<file path="config.mk">
export PLATFORM = sky130hd
export DESIGN_NAME = gamma_seg_eval
export DESIGN_NICKNAME = d
export VERILOG_FILES = /design/src/rtl/gamma_pkg.sv /design/src/rtl/gamma_seg_select.sv /design/src/rtl/gamma_fetch.sv /design/src/rtl/gamma_interp.sv /design/src/rtl/gamma_seg_eval.sv
export SDC_FILE = /design/constraint.sdc
export NUM_CORES = 1
export LEC_CHECK = 0
export BUFFER_PORTS_ARGS = -buffer_cell sky130_fd_sc_hd__clkbuf_2
export CAP_MARGIN = 30
export CORE_MARGIN = 2
export CORE_UTILIZATION = 57
export DETAILED_ROUTE_END_ITERATION = 10
export GPL_TIMING_DRIVEN = 0
export PLACE_DENSITY_LB_ADDON = 0.25
export RECOVER_POWER = 50
export SLEW_MARGIN = 15
export SYNTH_ARGS = -nofsm -noshare
export SYNTH_HDL_FRONTEND = slang
export SYNTH_SLANG_ARGS = --single-unit
</file>
<file path="constraint.sdc">
create_clock -name clk_i -period 10.4 [get_ports clk_i]
set_input_delay 0 -clock clk_i [delete_from_list [all_inputs] [get_ports clk_i]]
set_output_delay 0 -clock clk_i [all_outputs]
set_load 0.01 [all_outputs]
</file>
<file path="src/rtl/gamma_pkg.sv">
package gamma_pkg;
  typedef enum logic [1:0] {
    SEG_SF   = 2'd0,
    SEG_FINE = 2'd1,
    SEG_CRS  = 2'd2,
    SEG_SAT  = 2'd3
  } gseg_e;
endpackage

</file>
<file path="src/rtl/gamma_seg_select.sv">
module gamma_seg_select
  import gamma_pkg::*;
#(
  parameter int IN_W      = 20,
  parameter int FRAC_W    = 18,
  parameter int SF_BITS   = 3,
  parameter int FINE_BITS = 8,
  parameter int CRS_BITS  = 8,
  localparam int FINE_TOP = SF_BITS + FINE_BITS,
  localparam int IP_W     = FRAC_W - CRS_BITS,
  localparam int IDX_W    = FINE_BITS + 1
) (
  input  logic             clk_i,
  input  logic             rst_ni,
  input  logic             valid_i,
  input  logic [IN_W-1:0]  data_i,
  output logic             s1_valid_o,
  output gseg_e            s1_seg_o,
  output logic [IDX_W-1:0] s1_idx_o,
  output logic [IP_W-1:0]  s1_frac_o
);
  gseg_e            seg_d;
  logic [IDX_W-1:0] idx_d;
  logic [IP_W-1:0]  frac_d;

  always_comb begin
    seg_d  = SEG_CRS;
    idx_d  = IDX_W'(data_i[FRAC_W-1:IP_W]);
    frac_d = data_i[IP_W-1:0];
    if (|data_i[IN_W-1:FRAC_W]) begin
      seg_d  = SEG_SAT;
      idx_d  = '0;
      frac_d = '0;
    end else if (data_i[FRAC_W-1:SF_BITS] == '0) begin
      seg_d  = SEG_SF;
      idx_d  = IDX_W'(data_i[SF_BITS-1:0]);
      frac_d = '0;
    end else if (data_i[FRAC_W-1:FINE_TOP] == '0) begin
      seg_d  = SEG_FINE;
      idx_d  = IDX_W'(data_i[FINE_TOP-1:SF_BITS]);
      // align the fine fraction to the common interpolation width
      frac_d = {data_i[SF_BITS-1:0], {(IP_W-SF_BITS){1'b0}}};
    end
  end

  always_ff @(posedge clk_i or negedge rst_ni) begin
    if (!rst_ni) begin
      s1_valid_o <= 1'b0;
      s1_seg_o   <= SEG_SF;
      s1_idx_o   <= '0;
      s1_frac_o  <= '0;
    end else begin
      s1_valid_o <= valid_i;
      if (valid_i) begin
        s1_seg_o  <= seg_d;
        s1_idx_o  <= idx_d;
        s1_frac_o <= frac_d;
      end
    end
  end
endmodule

</file>
<file path="src/rtl/gamma_fetch.sv">
module gamma_fetch
  import gamma_pkg::*;
#(
  parameter int FRAC_W    = 18,
  parameter int SF_BITS   = 3,
  parameter int FINE_BITS = 8,
  parameter int CRS_BITS  = 8,
  localparam int IP_W     = FRAC_W - CRS_BITS,
  localparam int IDX_W    = FINE_BITS + 1,
  localparam int SFA_W    = SF_BITS + 1
) (
  input  logic                clk_i,
  input  logic                rst_ni,
  input  logic                s1_valid_i,
  input  gseg_e               s1_seg_i,
  input  logic [IDX_W-1:0]    s1_idx_i,
  input  logic [IP_W-1:0]     s1_frac_i,
  output logic [SFA_W-1:0]    sf_addr_o,
  output logic [IDX_W-1:0]    fine_addr_a_o,
  output logic [IDX_W-1:0]    fine_addr_b_o,
  output logic [CRS_BITS-1:0] crs_addr_a_o,
  output logic [CRS_BITS-1:0] crs_addr_b_o,
  output logic                s2_valid_o,
  output gseg_e               s2_seg_o,
  output logic [IP_W-1:0]     s2_frac_o,
  output logic                s2_top_o
);
  assign sf_addr_o     = SFA_W'(s1_idx_i);
  assign fine_addr_a_o = s1_idx_i;
  assign fine_addr_b_o = s1_idx_i + IDX_W'(1);
  assign crs_addr_a_o  = s1_idx_i[CRS_BITS-1:0];
  assign crs_addr_b_o  = s1_idx_i[CRS_BITS-1:0] + CRS_BITS'(1);

  // last coarse interval: upper bracket comes from the clamp value
  logic top_d;
  assign top_d = (s1_seg_i == SEG_CRS) && (&s1_idx_i[CRS_BITS-1:0]);

  always_ff @(posedge clk_i or negedge rst_ni) begin
    if (!rst_ni) begin
      s2_valid_o <= 1'b0;
      s2_seg_o   <= SEG_SF;
      s2_frac_o  <= '0;
      s2_top_o   <= 1'b0;
    end else begin
      s2_valid_o <= s1_valid_i;
      if (s1_valid_i) begin
        s2_seg_o  <= s1_seg_i;
        s2_frac_o <= s1_frac_i;
        s2_top_o  <= top_d;
      end
    end
  end
endmodule

</file>
<file path="src/rtl/gamma_interp.sv">
module gamma_interp
  import gamma_pkg::*;
#(
  parameter int OUT_W = 16,
  parameter int IP_W  = 10,
  localparam int P_W  = OUT_W + IP_W + 2
) (
  input  logic             clk_i,
  input  logic             rst_ni,
  input  logic             s2_valid_i,
  input  gseg_e            s2_seg_i,
  input  logic [IP_W-1:0]  s2_frac_i,
  input  logic             s2_top_i,
  input  logic [OUT_W-1:0] sf_data_i,
  input  logic [OUT_W-1:0] fine_data_a_i,
  input  logic [OUT_W-1:0] fine_data_b_i,
  input  logic [OUT_W-1:0] crs_data_a_i,
  input  logic [OUT_W-1:0] crs_data_b_i,
  input  logic [OUT_W-1:0] clamp_max_i,
  output logic             valid_o,
  output logic [OUT_W-1:0] data_o
);
  localparam logic signed [P_W-1:0] RND =
    {{(P_W-IP_W){1'b0}}, 1'b1, {(IP_W-1){1'b0}}};

  logic [OUT_W-1:0] lo, hi;
  always_comb begin
    unique case (s2_seg_i)
      SEG_SF:   begin lo = sf_data_i;     hi = sf_data_i;     end
      SEG_FINE: begin lo = fine_data_a_i; hi = fine_data_b_i; end
      SEG_CRS:  begin lo = crs_data_a_i;  hi = s2_top_i ? clamp_max_i : crs_data_b_i; end
      default:  begin lo = clamp_max_i;   hi = clamp_max_i;   end
    endcase
  end

  logic signed [OUT_W:0]   diff;
  logic signed [IP_W:0]    frac_s;
  logic signed [P_W-1:0]   prod, lo_x, tot;
  logic [IP_W-1:0]         frac_eff;

  assign frac_eff = (s2_seg_i == SEG_SF || s2_seg_i == SEG_SAT) ? '0 : s2_frac_i;
  assign diff     = $signed({1'b0, hi}) - $signed({1'b0, lo});
  assign frac_s   = $signed({1'b0, frac_eff});
  assign prod     = P_W'(diff) * P_W'(frac_s);
  assign lo_x     = $signed({{(P_W-OUT_W){1'b0}}, lo});
  assign tot      = lo_x + ((prod + RND) >>> IP_W);

  always_ff @(posedge clk_i or negedge rst_ni) begin
    if (!rst_ni) begin
      valid_o <= 1'b0;
      data_o  <= '0;
    end else begin
      valid_o <= s2_valid_i;
      if (s2_valid_i) data_o <= tot[OUT_W-1:0];
    end
  end
endmodule

</file>
<file path="src/rtl/gamma_seg_eval.sv">
module gamma_seg_eval
  import gamma_pkg::*;
#(
  parameter int IN_W      = 20,
  parameter int FRAC_W    = 18,
  parameter int OUT_W     = 16,
  parameter int SF_BITS   = 3,
  parameter int FINE_BITS = 8,
  parameter int CRS_BITS  = 8,
  localparam int IP_W     = FRAC_W - CRS_BITS,
  localparam int IDX_W    = FINE_BITS + 1,
  localparam int SFA_W    = SF_BITS + 1
) (
  input  logic                clk_i,
  input  logic                rst_ni,
  input  logic                valid_i,
  input  logic [IN_W-1:0]     data_i,
  input  logic [OUT_W-1:0]    clamp_max_i,
  output logic [SFA_W-1:0]    sf_addr_o,
  input  logic [OUT_W-1:0]    sf_data_i,
  output logic [IDX_W-1:0]    fine_addr_a_o,
  output logic [IDX_W-1:0]    fine_addr_b_o,
  input  logic [OUT_W-1:0]    fine_data_a_i,
  input  logic [OUT_W-1:0]    fine_data_b_i,
  output logic [CRS_BITS-1:0] crs_addr_a_o,
  output logic [CRS_BITS-1:0] crs_addr_b_o,
  input  logic [OUT_W-1:0]    crs_data_a_i,
  input  logic [OUT_W-1:0]    crs_data_b_i,
  output logic                valid_o,
  output logic [OUT_W-1:0]    data_o
);
  logic             s1_valid, s2_valid, s2_top;
  gseg_e            s1_seg, s2_seg;
  logic [IDX_W-1:0] s1_idx;
  logic [IP_W-1:0]  s1_frac, s2_frac;

  gamma_seg_select #(
    .IN_W(IN_W), .FRAC_W(FRAC_W), .SF_BITS(SF_BITS),
    .FINE_BITS(FINE_BITS), .CRS_BITS(CRS_BITS)
  ) u_sel (
    .clk_i, .rst_ni, .valid_i, .data_i,
    .s1_valid_o(s1_valid), .s1_seg_o(s1_seg),
    .s1_idx_o(s1_idx), .s1_frac_o(s1_frac)
  );

  gamma_fetch #(
    .FRAC_W(FRAC_W), .SF_BITS(SF_BITS),
    .FINE_BITS(FINE_BITS), .CRS_BITS(CRS_BITS)
  ) u_fetch (
    .clk_i, .rst_ni,
    .s1_valid_i(s1_valid), .s1_seg_i(s1_seg),
    .s1_idx_i(s1_idx), .s1_frac_i(s1_frac),
    .sf_addr_o, .fine_addr_a_o, .fine_addr_b_o,
    .crs_addr_a_o, .crs_addr_b_o,
    .s2_valid_o(s2_valid), .s2_seg_o(s2_seg),
    .s2_frac_o(s2_frac), .s2_top_o(s2_top)
  );

  gamma_interp #(.OUT_W(OUT_W), .IP_W(IP_W)) u_interp (
    .clk_i, .rst_ni,
    .s2_valid_i(s2_valid), .s2_seg_i(s2_seg),
    .s2_frac_i(s2_frac), .s2_top_i(s2_top),
    .sf_data_i, .fine_data_a_i, .fine_data_b_i,
    .crs_data_a_i, .crs_data_b_i, .clamp_max_i,
    .valid_o, .data_o
  );
endmodule

</file>
==> results_dict.tcl, run 1 <==
set metrics [dict create \
    combPwrFrac 0.801 \
    worst_ep_arrival_time_ns 10.10 \
    vias 9460 \
    wl_per_cell_um 17.03 \
    worstMarginPinSlew_ns 2.760 \
    required_ns 10.58 \
    dp_hpwl_um 24560 \
    setup_tns_ns 0 \
    p_sw_mw 1.174 \
    firstDrtPassIters 5 \
    synth_fp_nets 1644 \
    swShare 0.5239 \
    place_ws_ns -0.8084 \
    synthMuxAreaShare 0.03583 \
    path_class "flop to flop" \
    crit_slowest_cell "fa_1" \
    synth_top_family_by_area "adder cells" \
    drt-met1-wl_um 11800 \
    synth-seq-area-share 0.1226 \
    routed_via_density 5.571 \
    drtIter0Drc 812 \
    dr_wl_met2_um 14450 \
    syn_avg_cell_area_um2 8.327 \
    fin_ws_ns 0.4781 \
    seqPwrFrac 0.123 \
    die_h_um 140.5 \
    top_layer_used "met4" \
    critPathMaxFanout 10 \
    power.density_mw_per_mm2 182.7 \
    max_freq_mhz 100.8 \
    ys_warn_count 0 \
    critPathMostFrequentCell "fa_1" \
    relSlewSlack -0.8399 \
    grt_max_degree 53 \
    yosysUniqueCellTypes 66 \
    syn_area_mm2 0.01062 \
    dieArea_mm2 0.01973 \
    cp-start-kind "flop" \
    synthCells 1275 \
    yosys.area_share.xor_xnor 0.05433 \
    synth_edf_count 0 \
    cts.htree.levels 2 \
    place_congestion 0.9781 \
    cts-root-buf "clkbuf_16" \
    regToRegSetupSlack_ns 0.48 \
    fp.dieW_um 140.5 \
    port_buffers 172 \
    clkSinkCount 52 \
    r2r_end "u_interp.data_o[15]" \
    period_minus_slack_ns 9.922 \
    nets 1837 \
    outcome "finished, violations left" \
    r2r-start "u_fetch.s2_seg_o[0]" \
    min_path_type "input pin to flop" \
    crit_buf_inv 6 \
    synthAdderAreaFrac 0.3979 \
    clkPwrFrac 0.076 \
    stdcell_count 1698 \
    finalSetupViolations 0 \
    area_growth_pct 15.51 \
    rr_worst_depth 42 \
    clkLatencyLatePin_ns 0.30 \
    holdPathStages 3 \
    num_io_pins 174 \
    fp.coreArea_mm2 0.01815 \
    synth-compound-area-share 0.1230 \
    cts_tree "done" \
    leakage_nw 6.294 \
    violations "max-capacitance violations, max-slew violations" \
    hold_path_end "u_sel.s1_idx_o[2]" \
    drive_above_1_share 0.1797 \
    cp_slowest_stage_delay_ns 0.61 \
    drc_errors 0 \
    final_common_cell "inv_1" \
    antenna_found_initial 0 \
    ant_nets 0 \
    clk_pin_slew_ns 0.07 \
    grt-ovfl-total 0 \
    rows 49 \
    clock_path_buffers 2 \
    n_antenna_cell 0 \
    async_reset_ff_frac 1.000 \
    start_util 0.5850 \
    hp-start "data_i[12]" \
    yosys.area_share.simple 0.1511 \
    maxCapViolCount 1 \
    cts_buffers 5 \
    final_cell_mix "230 x inv_1, 160 x nand2_1, 147 x clkbuf_2, 146 x fa_1, 114 x nor2_1" \
    power.total_mw 2.240 \
    endpoint_kind "flop" \
    fin_skew_ns 0.01030 \
    synth-main-ff-cell "dfrtp_1" \
    intPower_mw 1.066 \
    routed_wl_um 28920 \
    worst_ir_drop_vdd_uv 111.1 \
    wl_met3_um 2022 \
    slew_violations 53 \
    fill_cells 1541 \
    finalHoldViolations 0 \
    grt_pass1_wl_um 48460 \
    grt_pass1_vias 9833 \
    ys_ff_latch 52 \
    grt_usage 0.3052 \
    fin_crit_sh 0.9540 \
    post-route-util 0.6757 \
    dp.cells 1676 \
    cp_top_family "adder cells" \
]
## flip-flops by register name, summed over array words and instances, names as in the netlist
name and count:
u_fetch.s2_frac_o 10, u_fetch.s2_seg_o 2, u_fetch.s2_top_o 1, u_fetch.s2_valid_o 1, u_interp.data_o 16, u_interp.valid_o 1, u_sel.s1_frac_o 10, u_sel.s1_idx_o 8
u_sel.s1_seg_o 2, u_sel.s1_valid_o 1
## synth_stat cells (all sizes together) (3+ instances only)
library cell  instances  area [um^2]
a31oi                17        106.4
clkbuf               35        131.4
nor2                115        431.7
a21boi                3        22.52
or2                   4        25.02
a22oi                 5        37.54
and2                 10        62.56
nor4                  5        31.28
o21a                 10        75.07
dfrtp                52         1301
xor2                 19        166.4
buf                  29        214.0
and3                 11        68.82
nand3                39        200.2
ha                  104         1301
a21oi                54        274.0
nor3                 12        60.06
a222oi                3        30.03
nor2b                 5        31.28
mux2                 32        360.4
nand2b                3        18.77
nand2               161        604.3
xnor2                46        410.4
inv                 233        874.6
o22ai                10        62.56
o21bai                4        30.03
or4                   3        22.52
fa                  146         2923
a21o                 16        121.4
o21ai                51        259.0
a211oi                7        57.55
## final cells by class
cell class	instances	area (um^2)	area share
repair buffers	188	983.4	0.08020
flip-flops and latches	52	1303	0.1062
inverters	233	874.6	0.07132
well taps	229	286.5	0.02337
clock inverters	3	26.28	0.002143
clock buffers	5	125.1	0.01020
multi-input cells	926	8295	0.6765
plain buffers	62	369.1	0.03010
## cell families after synthesis
| kind of cell | after synthesis |
|---|---|
| other | 1 |
| buffers and inverters | 297 |
| AOI/OAI and AO/OA | 202 |
| muxes | 34 |
| DFF | 52 |
| and+or+nand+nor | 374 |
| adders and majority gates | 250 |
| xor gates and xnor gates | 65 |
## per-layer routing
| metal | track usage | vias to the layer above |
|---|---|---|
| met1 | 0.4002 | 4596 |
| met4 | 0.06947 | 0 |
| met3 | 0.04821 | 57 |
| met5 | 0 | - |
| met2 | 0.5359 | 358 |
| li1 | - | 4449 |
## how the worst max path moves through the flow
stage,from,endpoint,slack (ns),cells after the start
global placement,u_fetch.s2_seg_o[0],u_interp.data_o[15],-0.65,44
floorplan,u_fetch.s2_seg_o[0],u_interp.data_o[15],0.79,44
CTS,u_fetch.s2_seg_o[0],u_interp.data_o[15],0.01,43
finish,u_fetch.s2_seg_o[0],u_interp.data_o[15],0.48,42
global route,u_fetch.s2_seg_o[0],u_interp.data_o[15],-0.04,42
detailed placement,u_fetch.s2_seg_o[0],u_interp.data_o[15],-0.81,44
## power by group through the flow
| stage | clock network [mW] | logic (mW) | registers [mW] |
|---|---|---|---|
| 4_1_cts | 0.171 | 1.75 | 0.275 |
| 2_1_floorplan | 0 | 1.25 | 0.288 |
| 3_5_place_dp | 0 | 1.71 | 0.278 |
| 6_report | 0.169 | 1.79 | 0.276 |
| 5_1_grt | 0.179 | 2.01 | 0.280 |
| 3_3_place_gp | 0 | 1.68 | 0.276 |
## what timing repair did
action	in CTS	in global routing
endpoints found under the setup margin	10	8
hold buffers	14	0
resized for setup	14	50
endpoints found under the hold margin	65	0
buffers inserted	0	2
pin swaps	0	3
## worst register-to-register path, delay by kind of cell, from the launching register on
family                     cells  cell delay, ns
buffers and inverters          6            0.66
AOI/OAI and AO/OA             16            2.82
adders and majority gates     10            4.19
DFF                            1            0.46
xor gates and xnor gates       4            0.90
and+or+nand+nor                6            0.80
## stage by stage
step,area [um^2],hold WS [ns]
CTS,12110,0.009695
global route,12260,0.03816
global placement,11760,0.1700
finish,12260,0.01024
floorplan,10620,-0.2956
detailed placement,11770,0.1156
Note: power is estimated with default switching activity, not from simulation.
==> run 2, diff against run 1 <==
- CORE_UTILIZATION: 57 -> 45
==> run 2 against run 1 <==
  * The run still ends with max-capacitance violations, max-slew violations left
  * Final area is 1.5% higher
  * Worst hold slack improved by 0.0095 ns
  * Combinational power grew 2%
  * Clock skew decreased by 0.0041 ns
  * Non-clock buffer count rose by 4
  * Die area is 26% higher
  * Power is 1.7% higher
  * Routed wire length increased by 5.7%
  * First-iteration DRC count fell by 28%
  * Maximum frequency is 0.82% lower
  * Via count fell by 1.0%
  * Largest cell class unchanged
==> results_dict.tcl, run 2 (same netlist as run 1, synthesis figures left out) <==
set metrics [dict create \
    final_cell_mix "230 x inv_1, 160 x nand2_1, 149 x clkbuf_2, 146 x fa_1, 113 x nor2_1" \
    routed_wl_um 30570 \
    port_buffers 172 \
    routed_via_density 5.224 \
    max_freq_mhz 99.96 \
    endpoint_kind "flop" \
    largest_reg_flops 16 \
    fill_cells 2281 \
    cp-start-kind "flop" \
    fp.coreArea_mm2 0.02333 \
    regArea_mm2 0.001303 \
    cts.htree.levels 2 \
    min_path_type "input pin to flop" \
    grt-ovfl-total 0 \
    n_antenna_cell 0 \
    cts_buffers 5 \
    vias 9361 \
    critPathMostFrequentCell "fa_1" \
    maxCapViolCount 1 \
    grt_pass1_wl_um 49070 \
    outcome "finished, violations left" \
    crit_slowest_cell "fa_1" \
    antenna_found_initial 0 \
    grt_max_degree 53 \
    num_io_pins 174 \
    post-route-util 0.5335 \
    grt_pass1_vias 9674 \
    fin_area_mm2 0.01245 \
    violations "max-capacitance violations, max-slew violations" \
    ant_nets 0 \
    dp.cells 1766 \
    wl_per_cell_um 17.06 \
    hp-start "data_i[11]" \
    clk_pin_slew_ns 0.07 \
    die_h_um 157.6 \
    period_minus_slack_ns 10.00 \
    leakage_nw 6.316 \
    critPathMaxFanout 10 \
    multiInputGateArea_mm2 0.008337 \
    power.density_mw_per_mm2 183.0 \
    dp_hpwl_um 26220 \
    drc_errors 0 \
    required_ns 10.58 \
    cp_slowest_stage_delay_ns 0.62 \
    worst_ep_arrival_time_ns 10.18 \
    dieArea_mm2 0.02484 \
    placed_area_mm2 0.01188 \
    cts_tree "done" \
    fp.dieW_um 157.6 \
    place_congestion 0.9537 \
    regMostFlops "u_interp.data_o" \
    clock_path_buffers 2 \
    fin_hold_ws_ns 0.01970 \
    r2r-start "u_fetch.s2_seg_o[1]" \
    finalHoldViolations 0 \
    relSlewSlack -0.9233 \
    stdcell_count 1792 \
    worst_ir_drop_vdd_uv 109.7 \
    fin_crit_sh 0.9619 \
    path_class "flop to flop" \
    drtIter0Drc 581 \
    start_util 0.4550 \
    power.total_mw 2.278 \
    grt_usage 0.2547 \
    firstDrtPassIters 5 \
    clkSinkCount 52 \
    crit_path_start "u_fetch.s2_seg_o[1]" \
    nets 1841 \
    worstMarginPinSlew_ns 2.885 \
    cts-root-buf "clkbuf_16" \
    finalSetupViolations 0 \
    cp_top_family "adder cells" \
    place_ws_ns -1.183 \
    setup_tns_ns 0 \
    rows 56 \
    drive_above_1_share 0.1874 \
    final_common_cell "inv_1" \
    slew_violations 53 \
    fin_skew_ns 0.006204 \
    crit_buf_inv 6 \
    area_growth_pct 17.25 \
    fin_ws_ns 0.3963 \
    clkLatencyLatePin_ns 0.30 \
    reg.largest.list "u_interp.data_o x16, u_fetch.s2_frac_o x10, u_sel.s1_frac_o x10" \
]
==> run 2: cell count changes in the layout (fill, tap and decap cells not counted), sizes merged <==
| cell | before | now |
|---|---|---|
| buf | 33 | 35 |
| clkbuf | 208 | 210 |
| clkinv | 2 | 1 |
| clkinvlp | 0 | 1 |
| dlygate4sd3 | 14 | 15 |
| inv | 234 | 233 |
==> run 2: metal layers <==
layer,track usage,wire [um],share of wire,vias up
met2,0.4483,15020,0.49,275
met1,0.3253,13000,0.43,4578
met4,0.07100,808,0.026,0
met3,0.03887,1736,0.057,55
met5,0,0,0,-
li1,-,-,-,4453
==> run 2: power by group <==
group	leakage, nW	switching, mW	internal, mW	total, mW
logic	5.59	1.09	0.740	1.83
registers	0.656	0.0282	0.247	0.276
clock network	0.0671	0.0806	0.0900	0.171
total	6.32	1.20	1.08	2.28
==> run 2: cell type report <==
cell class,count,share of cell area
multi-input cells,926,0.6697
clock inverters,2,0.001307
well taps,319,0.03206
clock buffers,6,0.01035
inverters,233,0.07046
plain buffers,62,0.02985
repair buffers,192,0.08162
flip-flops and latches,52,0.1046
==> run 2: tightest hold or removal path, delay by kind of cell <==
family,cells,cell delay (ns)
AO/OA/AOI/OAI,2,0.20
buffers and inverters,1,0.09
==> run 2: worst paths after layout <==
kind	to	depth (start not counted)	slack, ns
setup / recovery	u_interp.data_o[15]	42	0.40
hold / removal	u_sel.s1_idx_o[1]	3	0.02
setup reg to reg	u_interp.data_o[15]	42	0.40
hold reg to reg	u_fetch.s2_valid_o	0	0.38
max in group asynchronous	u_fetch.s2_seg_o[0]	2	7.38
min in group asynchronous	u_sel.s1_frac_o[6]	2	1.17
==> run 2: what timing repair did <==
action | CTS | global route
endpoints found under the setup margin | 10 | 4
hold endpoints to repair | 66 | 0
gates resized for setup | 20 | 55
buffers inserted | 0 | 5
hold buffers | 15 | 0
pin swaps | 1 | 6
